**config.mk**
```make
export PLATFORM = sky130hd
export DESIGN_NAME = uart9_port
export DESIGN_NICKNAME = d
export VERILOG_FILES = /design/src/rtl/uart9_pkg.sv /design/src/rtl/uart9_tick.sv /design/src/rtl/uart9_tx.sv /design/src/rtl/uart9_rx.sv /design/src/rtl/uart9_port.sv
export SDC_FILE = /design/constraint.sdc
export NUM_CORES = 1
export LEC_CHECK = 0
export ABC_CLOCK_PERIOD_IN_PS = 3100
export BUFFER_PORTS_ARGS = -buffer_cell sky130_fd_sc_hd__buf_2
export CAP_MARGIN = 20
export CORE_ASPECT_RATIO = 1.5
export CORE_MARGIN = 4
export CORE_UTILIZATION = 55
export DETAILED_ROUTE_END_ITERATION = 6
export PLACE_DENSITY = 0.74
export SYNTH_ARGS = -nofsm -noshare
export SYNTH_HDL_FRONTEND = slang
export SYNTH_SLANG_ARGS = --single-unit
```
**constraint.sdc**
```tcl
create_clock -name clk -period 3.1 [get_ports clk]
set_clock_uncertainty 0.2 [all_clocks]
set_input_delay 0.62 -clock clk [delete_from_list [all_inputs] [get_ports clk]]
set_output_delay 0.62 -clock clk [all_outputs]
set_load 0.02 [all_outputs]
```
**src/rtl/uart9_pkg.sv**
```systemverilog
`timescale 1ns/1ps
package uart9_pkg;

    localparam int OVS       = 16;
    localparam int OVS_W     = $clog2(OVS);
    localparam int HALF_BIT  = OVS / 2 - 1;
    localparam int TXF_W     = 12;
    localparam int RXS_W     = 9;
    localparam int DATA_W    = 8;
    localparam int NB_W      = 4;

    localparam logic ADDR_CTRL = 1'b0;
    localparam logic ADDR_DATA = 1'b1;

    typedef struct packed {
        logic rx_ie;
        logic tx_ie;
        logic rx_en;
        logic nine;
        logic rx_b8;
        logic tx_b8;
        logic rx_flag;
        logic tx_flag;
    } ctrl_t;

    typedef enum logic [1:0] {
        RX_IDLE,
        RX_START,
        RX_DATA,
        RX_STOP
    } rx_st_e;

    // Frame image shifted out LSB first; the top 1 is an end marker that
    // lands in bit 0 once the stop bit has been sent (zero detector idea).
    function automatic logic [TXF_W-1:0] tx_frame(input logic nine,
                                                  input logic b8,
                                                  input logic [DATA_W-1:0] d);
        if (nine)
            return {1'b1, 1'b1, b8, d, 1'b0};
        else
            return {1'b0, 1'b1, 1'b1, d, 1'b0};
    endfunction

    function automatic logic [NB_W-1:0] last_bit_idx(input logic nine);
        return nine ? NB_W'(DATA_W) : NB_W'(DATA_W - 1);
    endfunction

endpackage

```
**src/rtl/uart9_tick.sv**
```systemverilog
`timescale 1ns/1ps
module uart9_tick #(
    parameter int DIV = 27
) (
    input  logic clk,
    input  logic rst,
    output logic tick
);
    generate
        if (DIV <= 1) begin : g_every
            assign tick = 1'b1;
        end else begin : g_cnt
            localparam int CW = $clog2(DIV);
            logic [CW-1:0] cnt;
            always_ff @(posedge clk) begin
                if (rst)
                    cnt <= '0;
                else if (cnt == CW'(DIV - 1))
                    cnt <= '0;
                else
                    cnt <= cnt + 1'b1;
            end
            assign tick = (cnt == CW'(DIV - 1));
        end
    endgenerate
endmodule

```
**src/rtl/uart9_tx.sv**
```systemverilog
`timescale 1ns/1ps
module uart9_tx
    import uart9_pkg::*;
(
    input  logic              clk,
    input  logic              rst,
    input  logic              tick,
    input  logic              load,
    input  logic              nine,
    input  logic              b8,
    input  logic [DATA_W-1:0] data,
    output logic              txd,
    output logic              busy,
    output logic              done
);
    logic [TXF_W-1:0] sh;
    logic [OVS_W-1:0] ph;
    logic [TXF_W-1:0] sh_next;

    assign sh_next = sh >> 1;
    assign busy    = (sh[TXF_W-1:1] != '0);
    assign txd     = sh[0];

    always_ff @(posedge clk) begin
        if (rst) begin
            sh   <= TXF_W'(1);
            ph   <= '0;
            done <= 1'b0;
        end else begin
            done <= 1'b0;
            if (load && !busy) begin
                sh <= tx_frame(nine, b8, data);
                ph <= '0;
            end else if (busy && tick) begin
                ph <= ph + 1'b1;
                if (ph == OVS_W'(OVS - 1)) begin
                    sh   <= sh_next;
                    done <= (sh_next == TXF_W'(1));
                end
            end
        end
    end
endmodule

```
**src/rtl/uart9_rx.sv**
```systemverilog
`timescale 1ns/1ps
module uart9_rx
    import uart9_pkg::*;
(
    input  logic              clk,
    input  logic              rst,
    input  logic              tick,
    input  logic              en,
    input  logic              nine,
    input  logic              rxd,
    output logic              done,
    output logic [DATA_W-1:0] data,
    output logic              b8
);
    logic [1:0]       sync;
    logic             line;
    rx_st_e           st;
    logic [OVS_W-1:0] ph;
    logic [NB_W-1:0]  nb;
    logic [RXS_W-1:0] sh;

    assign line = sync[1];

    always_ff @(posedge clk) begin
        if (rst) begin
            sync <= 2'b11;
            st   <= RX_IDLE;
            ph   <= '0;
            nb   <= '0;
            sh   <= '0;
            done <= 1'b0;
            data <= '0;
            b8   <= 1'b0;
        end else begin
            sync <= {sync[0], rxd};
            done <= 1'b0;
            case (st)
                RX_IDLE: begin
                    if (en && !line) begin
                        st <= RX_START;
                        ph <= '0;
                    end
                end
                RX_START: begin
                    if (tick) begin
                        ph <= ph + 1'b1;
                        if (ph == OVS_W'(HALF_BIT)) begin
                            ph <= '0;
                            nb <= '0;
                            st <= line ? RX_IDLE : RX_DATA;
                        end
                    end
                end
                RX_DATA: begin
                    if (tick) begin
                        ph <= ph + 1'b1;
                        if (ph == OVS_W'(OVS - 1)) begin
                            sh <= {line, sh[RXS_W-1:1]};
                            nb <= nb + 1'b1;
                            if (nb == last_bit_idx(nine))
                                st <= RX_STOP;
                        end
                    end
                end
                RX_STOP: begin
                    if (tick) begin
                        ph <= ph + 1'b1;
                        if (ph == OVS_W'(OVS - 1)) begin
                            st <= RX_IDLE;
                            if (line) begin
                                done <= 1'b1;
                                data <= nine ? sh[DATA_W-1:0] : sh[RXS_W-1:1];
                                b8   <= nine & sh[RXS_W-1];
                            end
                        end
                    end
                end
                default: st <= RX_IDLE;
            endcase
        end
    end
endmodule

```
**src/rtl/uart9_port.sv**
```systemverilog
`timescale 1ns/1ps
module uart9_port
    import uart9_pkg::*;
#(
    parameter int DIV = 27
) (
    input  logic       clk,
    input  logic       rst,
    input  logic       bus_addr,
    input  logic       bus_wr,
    input  logic [7:0] bus_wdata,
    output logic [7:0] bus_rdata,
    input  logic       rxd,
    output logic       txd,
    output logic       irq
);
    ctrl_t             ctrl_q;
    ctrl_t             wr_c;
    logic [DATA_W-1:0] rx_buf;
    logic              tick;
    logic              wr_ctrl;
    logic              wr_data;
    logic              tx_busy;
    logic              tx_done;
    logic              rx_done;
    logic [DATA_W-1:0] rx_data;
    logic              rx_b8;

    assign wr_c    = ctrl_t'(bus_wdata);
    assign wr_ctrl = bus_wr && (bus_addr == ADDR_CTRL);
    assign wr_data = bus_wr && (bus_addr == ADDR_DATA);

    uart9_tick #(.DIV(DIV)) u_tick (
        .clk  (clk),
        .rst  (rst),
        .tick (tick)
    );

    uart9_tx u_tx (
        .clk  (clk),
        .rst  (rst),
        .tick (tick),
        .load (wr_data),
        .nine (ctrl_q.nine),
        .b8   (ctrl_q.tx_b8),
        .data (bus_wdata),
        .txd  (txd),
        .busy (tx_busy),
        .done (tx_done)
    );

    uart9_rx u_rx (
        .clk  (clk),
        .rst  (rst),
        .tick (tick),
        .en   (ctrl_q.rx_en),
        .nine (ctrl_q.nine),
        .rxd  (rxd),
        .done (rx_done),
        .data (rx_data),
        .b8   (rx_b8)
    );

    always_ff @(posedge clk) begin
        if (rst) begin
            ctrl_q <= '0;
            rx_buf <= '0;
        end else begin
            if (wr_ctrl) begin
                ctrl_q.rx_ie   <= wr_c.rx_ie;
                ctrl_q.tx_ie   <= wr_c.tx_ie;
                ctrl_q.rx_en   <= wr_c.rx_en;
                ctrl_q.nine    <= wr_c.nine;
                ctrl_q.rx_b8   <= wr_c.rx_b8;
                ctrl_q.tx_b8   <= wr_c.tx_b8;
                ctrl_q.rx_flag <= ctrl_q.rx_flag & wr_c.rx_flag;
                ctrl_q.tx_flag <= ctrl_q.tx_flag & wr_c.tx_flag;
            end
            if (tx_done)
                ctrl_q.tx_flag <= 1'b1;
            if (rx_done) begin
                ctrl_q.rx_flag <= 1'b1;
                ctrl_q.rx_b8   <= rx_b8;
                rx_buf         <= rx_data;
            end
        end
    end

    assign bus_rdata = (bus_addr == ADDR_DATA) ? rx_buf : ctrl_q;
    assign irq = (ctrl_q.tx_flag & ctrl_q.tx_ie) | (ctrl_q.rx_flag & ctrl_q.rx_ie);

endmodule

```
==> results of run 1 <==
-- where the power goes --
part	internal [uW]	total (uW)	switching (uW)	leakage [uW]
combinational	145	369	225	0.000626
sequential	957	1010	51.8	0.000559
clock	473	807	334	0.000112
total	1570	2180	610	0.00130
-- kinds of logic after synthesis --
logic type | synth area share [%]
compound gates | 14.91
xor+xnor | 1.702
fa+ha+maj | 3.647
buf+inv | 4.457
flops | 44.73
mux | 10.33
simple gates | 20.22
-- flip-flops by register name, summed over array words and instances (netlist names), 5 cells and up, named ones only --
register,flops
u_tx.sh,12
u_rx.data,8
u_rx.sh,9
rx_buf,8
u_tick.g_cnt.cnt,5
ctrl_q,8
-- cell usage after synthesis (2+ instances only) --
cell	n
or2_2	2
nand2b_1	7
nor3_1	4
a2bb2oi_1	2
a211oi_1	2
o21ai_1	6
nor4_2	2
mux2i_1	15
o21ai_0	7
inv_1	15
a311o_1	2
dfxtp_1	69
buf_4	2
nor2_1	40
xor2_1	4
clkbuf_1	10
mux2_2	15
a21oi_1	26
and3_1	2
nor2b_1	3
buf_1	2
a221oi_1	8
xnor2_1	2
ha_1	9
nand2_1	45
a31oi_1	3
nand4_1	3
a311oi_1	2
nand3_1	12
a41oi_1	2
-- routing by layer --
layer / GRT usage (%) / vias to the layer above / wire length, um
li1: - / 1252 / -
met1: 21.79 / 1167 / 2700
met2: 32.57 / 27 / 3174
met3: 5.411 / 12 / 151
met4: 7.970 / 0 / 116
met5: 0 / - / 0
-- cell type report --
type                    instances  area, sq um
fillers                       492         2007
multi-input cells             244         1569
flip-flops and latches         69         1381
clock buffers                  10        137.6
repair buffers                 24        125.1
well taps                      70        87.58
clock inverters                 6        86.33
inverters                      15        56.30
-- worst paths after layout --
kind	slack, ps	cells past startpoint	start	endpoint
hold / removal	240	1	u_rx.sync[0]	u_rx.sync[1]
setup / recovery	680	3	ctrl_q[4]	bus_rdata[4]
hold reg to reg	240	1	u_rx.sync[0]	u_rx.sync[1]
setup reg to reg	950	7	u_tick.g_cnt.cnt[0]	u_tx.sh[1]
-- through the flow --
step | util [%] | area (sq um)
3_3_place_gp | 59.07 | 3219
5_1_grt | 63.18 | 3443
4_1_cts | 63.18 | 3443
6_report | 63.18 | 3443
2_1_floorplan | - | 3088
3_5_place_dp | 59.07 | 3219
==> impl_metrics.env, run 1 <==
export IMPL_status="completed"
export IMPL_drv_cap=0
export IMPL_syn_area_sq_um=3088
export IMPL_synth_top_cell_area_share_pct=44.73
export IMPL_layout_nets=385
export IMPL_grt_pass1_wl_mm=10.58
export IMPL_maxSlewViolCount=0
export IMPL_dp_slack_ps=855.2
export IMPL_final_common_cell="dfxtp_1"
export IMPL_num_io_pins=23
export IMPL_min_path_type="flip-flop to flip-flop"
export IMPL_die_area_sq_um=6902
export IMPL_ant_nets=0
export IMPL_die_h_um=99.77
export IMPL_clk_latency_ps=340
export IMPL_power_leakage_uw=0.001297
export IMPL_slew_headroom_pct=49.46
export IMPL_synth_edf_count=0
export IMPL_hold_viol=0
export IMPL_htreeDepth=3
export IMPL_layout_common_cells="69 x dfxtp_1, 45 x nand2_1, 40 x nor2_1"
export IMPL_cp_max_fo=12
export IMPL_synth_seq_cells=69
export IMPL_first_global_vias=2379
export IMPL_cts_tree="done"
export IMPL_ys_seq_area_share_pct=44.73
export IMPL_clk_pin_slew_ps=70
export IMPL_diodes=0
export IMPL_p_total_uw=2184
export IMPL_routabilityCongestion=0.8037
export IMPL_cp_top_family="flip-flops"
export IMPL_setup_viol=0
export IMPL_cts_path_max_buffers=2
export IMPL_core_sq_um=5450
export IMPL_via_count=2458
export IMPL_worst_slew_pin_slew_ps=756.6
export IMPL_die_w_um=69.18
export IMPL_p_per_area_nw_per_um2=634.4
export IMPL_fin_crit_ps=2424
export IMPL_synthFlopType="dfxtp_1"
export IMPL_worstPathRequired_ps=2280
export IMPL_routedWlPerCell_um=14.03
export IMPL_syn_nets=367
export IMPL_start_kind="flip-flop"
export IMPL_first_pass_iters=4
export IMPL_drcViolationCount=0
export IMPL_path_cells="inv_1 > o21ai_0 > buf_2"
export IMPL_async_reset_ff_share_pct=0
export IMPL_cpPeakStageDelay_ps=630
export IMPL_root_buffer="clkbuf_8"
export IMPL_via_per_inst=5.612
export IMPL_placed_cells=422
export IMPL_final_cells=438
export IMPL_numCtsBuffers=9
export IMPL_rows=33
export IMPL_port_buffers=22
export IMPL_rsz0062_at_grt="no"
export IMPL_setup_slack_ps=675.7
export IMPL_timing_hold_ws_ps=235.7
export IMPL_antenna_found_initial=0
export IMPL_critPathBufInv=2
export IMPL_cp_end_kind="primary output"
export IMPL_post_cts_setup_buffers=0
export IMPL_postSynthCellCount=345
export IMPL_synth_yosys_warnings=0
export IMPL_hold_buffers=0
export IMPL_syn_mean_instance_area_sq_um=8.951
export IMPL_dr_first_iter_drc_count=125
export IMPL_irDropWorstVdd_mv=0.3866
export IMPL_synth_area_leaders="dfxtp_1 45%, mux2_2 5.5%, nand2_1 5.5%"
export IMPL_fin_tns_setup_ps=0
export IMPL_synth_largest_area_cell="dfxtp_1"
export IMPL_cp_arrival_ps=1600
export IMPL_finalCritPeriodShare_pct=78.20
export IMPL_post_cts_resized=0
export IMPL_criticalPathCategory="flip-flop to primary output"
export IMPL_overflow=0
export IMPL_ys_types=52
export IMPL_cts_sinks=69
export IMPL_grt_max_degree=27
export IMPL_area_growth_syn_to_layout_pct=11.51
export IMPL_dp_hpwl_mm=4.276
export IMPL_grt_use_total_pct=18.87
export IMPL_drive_gt1_share_pct=18.21
export IMPL_cp_slowest_cell="dfxtp_1"
export IMPL_wl_mm=6.143
export IMPL_start_util_pct=56.66
export IMPL_max_freq_ghz=0.4125
(Power assumes the default switching activity.)
==> run 2, diff against run 1 <==
- ABC_CLOCK_PERIOD_IN_PS: 3100 -> 2000
- CORE_UTILIZATION: 55 -> 53
- clock period: 3.1 -> 2 ns (I/O delays scaled with it)
==> run 2 against run 1 <==
Via count up 4.1%. Clock power up 56%. Sequential cell count unchanged. Sequential share of layout area down 3.1 points. Die area up 3.4%. Wire length up 11%. Worst setup slack worse by 620 ps. Worst hold slack worse by 170 ps. Register-to-register slack worse by 900 ps. Largest cell class unchanged.
==> impl_metrics.env, run 2 (same netlist as run 1, synthesis figures left out) <==
export IMPL_drcViolationCount=0
export IMPL_cp_end_kind="flip-flop"
export IMPL_antenna_found_initial=0
export IMPL_r2r_cells=7
export IMPL_gr_usage_met2_pct=33.84
export IMPL_reg_largest_list="u_tx.sh x12, u_rx.sh x9"
export IMPL_design_area_sq_um=3752
export IMPL_cp_max_fo=6
export IMPL_dp_slack_ps=-7.631
export IMPL_hold_buffers=0
export IMPL_maxSlewViolCount=0
export IMPL_cp_arrival_ps=1980
export IMPL_register_area_sq_um=1388
export IMPL_p_sw_share_pct=28.26
export IMPL_status="completed"
export IMPL_routedWlPerCell_um=15.07
export IMPL_root_buffer="clkbuf_8"
export IMPL_combPwrFrac_pct=23.3
export IMPL_grt_pass1_wl_mm=11.23
export IMPL_die_h_um=101.5
export IMPL_irDropWorstVdd_mv=0.5406
export IMPL_dpl_instance_area_sq_um=3307
export IMPL_core_sq_um=5574
export IMPL_nFillCells=459
export IMPL_dp_hpwl_mm=4.652
export IMPL_first_global_vias=2485
export IMPL_ant_nets=0
export IMPL_hold_depth=2
export IMPL_finalCritPeriodShare_pct=97.29
export IMPL_layout_nets=400
export IMPL_grt_max_degree=36
export IMPL_area_growth_syn_to_layout_pct=21.52
export IMPL_use_met1_pct=22.90
export IMPL_num_io_pins=23
export IMPL_p_per_area_nw_per_um2=993.0
export IMPL_rrSetupSlack_ps=50
export IMPL_clk_latency_ps=330
export IMPL_regMostFlops="u_tx.sh"
export IMPL_layout_common_cells="66 x dfxtp_1, 44 x nand2_1, 39 x nor2_1"
export IMPL_max_freq_ghz=0.5139
export IMPL_setup_viol=0
export IMPL_multi_input_area_sq_um=1745
export IMPL_cts_path_max_buffers=2
export IMPL_clk_pin_slew_ps=70
export IMPL_drv_cap=0
export IMPL_switching_power_uw=1053
export IMPL_largest_reg_flops=12
export IMPL_slew_headroom_pct=60.99
export IMPL_startpoint="u_tx.sh[8]"
export IMPL_via_count=2560
export IMPL_setup_slack_ps=54.22
export IMPL_routabilityCongestion=0.7550
export IMPL_grt_use_total_pct=19.54
export IMPL_r2r_start="u_tx.sh[8]"
export IMPL_first_pass_iters=4
export IMPL_criticalPathCategory="flip-flop to flip-flop"
export IMPL_p_int_uw=2673
export IMPL_worstPathRequired_ps=2030
export IMPL_min_path_type="input pin to flip-flop"
export IMPL_die_area_sq_um=7137
export IMPL_grt_util_met3_pct=4.469
export IMPL_busiest_layer="met2"
export IMPL_dr_first_iter_drc_count=151
export IMPL_start_kind="flip-flop"
export IMPL_cts_tree="done"
export IMPL_cts_sinks=69
export IMPL_min_from="rxd"
export IMPL_r2r_end="u_tx.sh[5]"
export IMPL_drive_gt1_share_pct=26.63
export IMPL_numCtsBuffers=9
export IMPL_final_cells=453
export IMPL_hold_viol=0
export IMPL_die_w_um=70.33
export IMPL_fin_crit_ps=1946
export IMPL_final_common_cell="dfxtp_1"
export IMPL_start_util_pct=55.40
export IMPL_hold_end="u_rx.sync[0]"
export IMPL_placed_cells=432
export IMPL_diodes=0
export IMPL_power_frac_clock_pct=33.9
export IMPL_power_leakage_uw=0.001428
export IMPL_wl_mm=6.826
export IMPL_via_per_inst=5.651
export IMPL_htreeDepth=3
export IMPL_p_seq_share_pct=42.8
export IMPL_rows=33
export IMPL_port_buffers=22
export IMPL_overflow=0
export IMPL_worst_slew_pin_slew_ps=584.3
## run 2: cell types whose count changed in the layout (fill, tap and decap cells not counted), sizes merged
cell      change
buf          +14
clkbuf        +2
clkinvlp      -1
clkinv        -1
nand4b        +1
## run 2: critical path, cell delays in order, from the launching register on
cell	delay [ps]
dfxtp_2	340
nor4_4	270
buf_4	170
nand3_4	100
o21ai_4	270
buf_6	160
o21ai_1	70
a221oi_1	270
## run 2: cell type report
cell class,instances,share of cell area (%)
clock buffer,12,4.135
inverter,15,1.500
clock inverter,4,1.867
multi-input combinational,245,46.52
tap,70,2.334
sequential,69,36.98
timing repair buffer,38,6.669
## run 2: per-stage QoR
| stage | setup TNS (ps) | hold slack [ps] | util (%) | power (uW) |
|---|---|---|---|---|
| 3_5_place_dp | -13.54 | 194.0 | 59.33 | 2200 |
| 6_report | 0 | 66.72 | 67.32 | 3726 |
| 2_1_floorplan | 0 | 189.5 | - | 2039 |
| 3_3_place_gp | 0 | 201.5 | 59.33 | 2183 |
| 5_1_grt | -102.3 | 58.91 | 67.32 | 3888 |
| 4_1_cts | 0 | 52.92 | 63.46 | 3452 |
## run 2: layer usage
metal / vias up / share of wire, %
met5: - / 0
met4: 0 / 1.7
met2: 40 / 53
met3: 10 / 2.5
met1: 1230 / 42
li1: 1280 / -
## run 2: timing repair
item	in CTS	in global routing
gates resized for setup	2	36
buffers inserted	0	4
pin swaps	0	11
cloned	0	1
endpoints found under the setup margin	9	40
## run 2: how the worst max path moves through the flow
| stage | to | slack [ps] |
|---|---|---|
| after floorplan | bus_rdata[4] | 120 |
| after detailed placement | u_tx.sh[3] | -8 |
| after global routing | u_tx.sh[5] | -70 |
| final | u_tx.sh[5] | 50 |
| after CTS | u_rx.ph[3] | 20 |
| after global placement | u_tx.sh[8] | 80 |
## run 2: power groups by stage
stage | clock (uW) | sequential, uW | combinational (uW)
6_report | 1260 | 1590 | 868
5_1_grt | 1340 | 1610 | 946
4_1_cts | 1280 | 1560 | 607
3_5_place_dp | 0 | 1590 | 605
3_3_place_gp | 0 | 1590 | 589
2_1_floorplan | 0 | 1580 | 455
==> run 3, diff against run 2 <==
- ABC_CLOCK_PERIOD_IN_PS: 2000 -> 1700
- HOLD_SLACK_MARGIN: unset -> 0.12
- RECOVER_POWER: unset -> 25
- clock period: 2 -> 1.7 ns (I/O delays scaled with it)
==> run 3 against run 2 <==
The flow now finishes with violations (setup timing). Global-route usage grew 4.6 points. Cell count increased by 11%. Sequential power is 19% higher. Total power is 34% higher. Maximum frequency grew 0.31%. Sequential share of layout area decreased by 5.1 points. Combinational power rose by 72%. Core utilization rose by 11 points. Clock power increased by 28%. Via count rose by 14%. Count of clock-buffer cells in the layout is 2 lower. Worst hold slack better by 69 ps. Largest cell class unchanged. Largest power group unchanged.
==> impl_metrics.env, run 3 (same netlist as run 1, synthesis figures left out) <==
export IMPL_cts_sinks=69
export IMPL_path_cells="nor4_4 > buf_4 > buf_4 > a41oi_1 > buf_4 > mux2i_2 > nor2_1"
export IMPL_grt_use_total_pct=24.15
export IMPL_drive_gt1_share_pct=44.37
export IMPL_criticalPathCategory="flip-flop to flip-flop"
export IMPL_failed_checks="setup timing"
export IMPL_worst_slew_pin_slew_ps=543.7
export IMPL_slew_headroom_pct=63.70
export IMPL_grt_pass1_wl_mm=13.59
export IMPL_start_kind="flip-flop"
export IMPL_cp_common_cell="buf_4"
export IMPL_worstPathRequired_ps=1740
export IMPL_clk_latency_ps=360
export IMPL_final_cells=505
export IMPL_layout_nets=452
export IMPL_placed_cells=465
export IMPL_switching_power_uw=1549
export IMPL_numCtsBuffers=9
export IMPL_clk_pin_slew_ps=80
export IMPL_dpl_instance_area_sq_um=3621
export IMPL_port_buffers=22
export IMPL_htreeDepth=3
export IMPL_die_w_um=70.33
export IMPL_p_per_area_nw_per_um2=1141
export IMPL_antenna_found_initial=0
export IMPL_register_area_sq_um=1398
export IMPL_setup_viol=45
export IMPL_design_area_sq_um=4378
export IMPL_via_per_inst=5.766
export IMPL_cp_end_kind="flip-flop"
export IMPL_p_int_uw=3445
export IMPL_power_leakage_uw=0.001690
export IMPL_nFillCells=333
export IMPL_routedWlPerCell_um=17.34
export IMPL_rows=33
export IMPL_routabilityCongestion=0.7994
export IMPL_timing_hold_ws_ps=135.7
export IMPL_largest_reg_flops=12
export IMPL_reg_largest_list="u_tx.sh x12, u_rx.sh x9"
export IMPL_die_h_um=101.5
export IMPL_dr_first_iter_drc_count=223
export IMPL_layout_common_cells="58 x dfxtp_1, 52 x buf_4, 38 x nor2_1"
export IMPL_hold_viol=0
export IMPL_max_freq_ghz=0.5155
export IMPL_cp_max_fo=4
export IMPL_regMostFlops="u_tx.sh"
export IMPL_cpPeakStageDelay_ps=350
export IMPL_drcViolationCount=0
export IMPL_dp_slack_ps=-243.4
export IMPL_p_seq_share_pct=37.9
export IMPL_final_common_cell="dfxtp_1"
export IMPL_multi_input_area_sq_um=1922
export IMPL_overflow=0
export IMPL_dp_hpwl_mm=5.105
export IMPL_area_growth_syn_to_layout_pct=41.77
export IMPL_p_sw_share_pct=31.02
export IMPL_via_count=2912
export IMPL_busiest_layer="met2"
export IMPL_use_met1_pct=25.03
export IMPL_ant_nets=0
export IMPL_maxSlewViolCount=0
export IMPL_fin_crit_ps=1940
export IMPL_status="finished, violations left"
export IMPL_wl_mm=8.758
export IMPL_drv_cap=0
export IMPL_start_util_pct=55.40
export IMPL_cp_slowest_cell="dfxtp_2"
export IMPL_cts_tree="done"
export IMPL_grt_max_degree=33
export IMPL_irDropWorstVdd_mv=0.7665
export IMPL_min_path_type="input pin to flip-flop"
export IMPL_core_sq_um=5574
export IMPL_first_pass_iters=4
export IMPL_num_io_pins=23
export IMPL_diodes=0
export IMPL_combPwrFrac_pct=29.9
export IMPL_cts_path_max_buffers=2
export IMPL_power_frac_clock_pct=32.2
export IMPL_gr_usage_met2_pct=44.81
export IMPL_finalCritPeriodShare_pct=114.1
export IMPL_cp_arrival_ps=1980
export IMPL_grt_util_met3_pct=4.667
export IMPL_root_buffer="clkbuf_8"
export IMPL_first_global_vias=2892
export IMPL_die_area_sq_um=7137
export IMPL_rsz0062_at_grt="yes"
export IMPL_setup_slack_ps=-239.7
run 3: cell types whose count changed in the layout (fill, tap and decap cells not counted), moves of 4 or more:
| cell | previous run | this run |
|---|---|---|
| o21ai_0 | 6 | 2 |
| a21oi_1 | 26 | 16 |
| buf_4 | 13 | 52 |
| dfxtp_2 | 2 | 10 |
| nand2_2 | 0 | 13 |
| nand2_1 | 44 | 31 |
| buf_6 | 2 | 8 |
| dfxtp_1 | 66 | 58 |
| a21oi_2 | 0 | 10 |
| dlygate4sd3_1 | 0 | 7 |
| a221oi_1 | 4 | 0 |
| a221oi_2 | 5 | 9 |
run 3: path summary, 6_finish.rpt:
kind / start / end / slack (ps) / cells past startpoint
worst max-delay path: u_tx.sh[4] / u_tx.ph[1] / -240 / 7
worst min-delay path: bus_wdata[0] / ctrl_q[0] / 140 / 4
worst max register to register: u_tx.sh[4] / u_tx.ph[1] / -240 / 7
worst min register to register: u_rx.sync[0] / u_rx.sync[1] / 250 / 1
run 3: area by class of cell:
type | instances | area share, %
clock buffer | 10 | 2.915
clock inverter | 6 | 2.544
inverter | 15 | 1.286
multi-input combinational | 246 | 43.90
sequential | 69 | 31.92
tap | 70 | 2.001
timing repair buffer | 89 | 15.43
run 3: metrics by stage:
stage	TNS [ps]	total power [uW]	util [%]
2_1_floorplan	-281.0	2510	-
3_3_place_gp	-4727	2869	64.96
3_5_place_dp	-6939	2915	64.96
4_1_cts	-4120	4809	76.18
5_1_grt	-9310	5151	78.54
6_report	-4781	4994	78.54
run 3: metal layers:
metal  routed length, um  vias to the layer above  share of wire, %
li1                    -                     1381                 -
met1                3236                     1416                37
met2                4846                       93                55
met3                 423                       22               4.8
met4                 252                        0               2.9
met5                   0                        -                 0
run 3: power by group through the flow:
stage          Combinational, uW  Sequential, uW  Clock (uW)
2_1_floorplan                611            1900           0
3_3_place_gp                 972            1900           0
3_5_place_dp                1010            1910           0
4_1_cts                     1310            1880        1620
5_1_grt                     1570            1900        1680
6_report                    1490            1890        1610
run 3: critical path, delay by kind of cell (launching register included):
kind | cells | cell delay [ps]
compound gates | 1 | 130
buf+inv | 3 | 490
flops | 1 | 350
mux | 1 | 210
simple gates | 2 | 430
run 3: what timing repair did:
action / 4_1_cts / 5_1_grt
setup endpoints to repair: 45 / 47
resized for setup: 65 / 23
pin swaps: 37 / 14
hold buffers: 7 / 0
endpoints found under the hold margin: 8 / 0
setup buffers: 8 / 5
cloned: 3 / 1
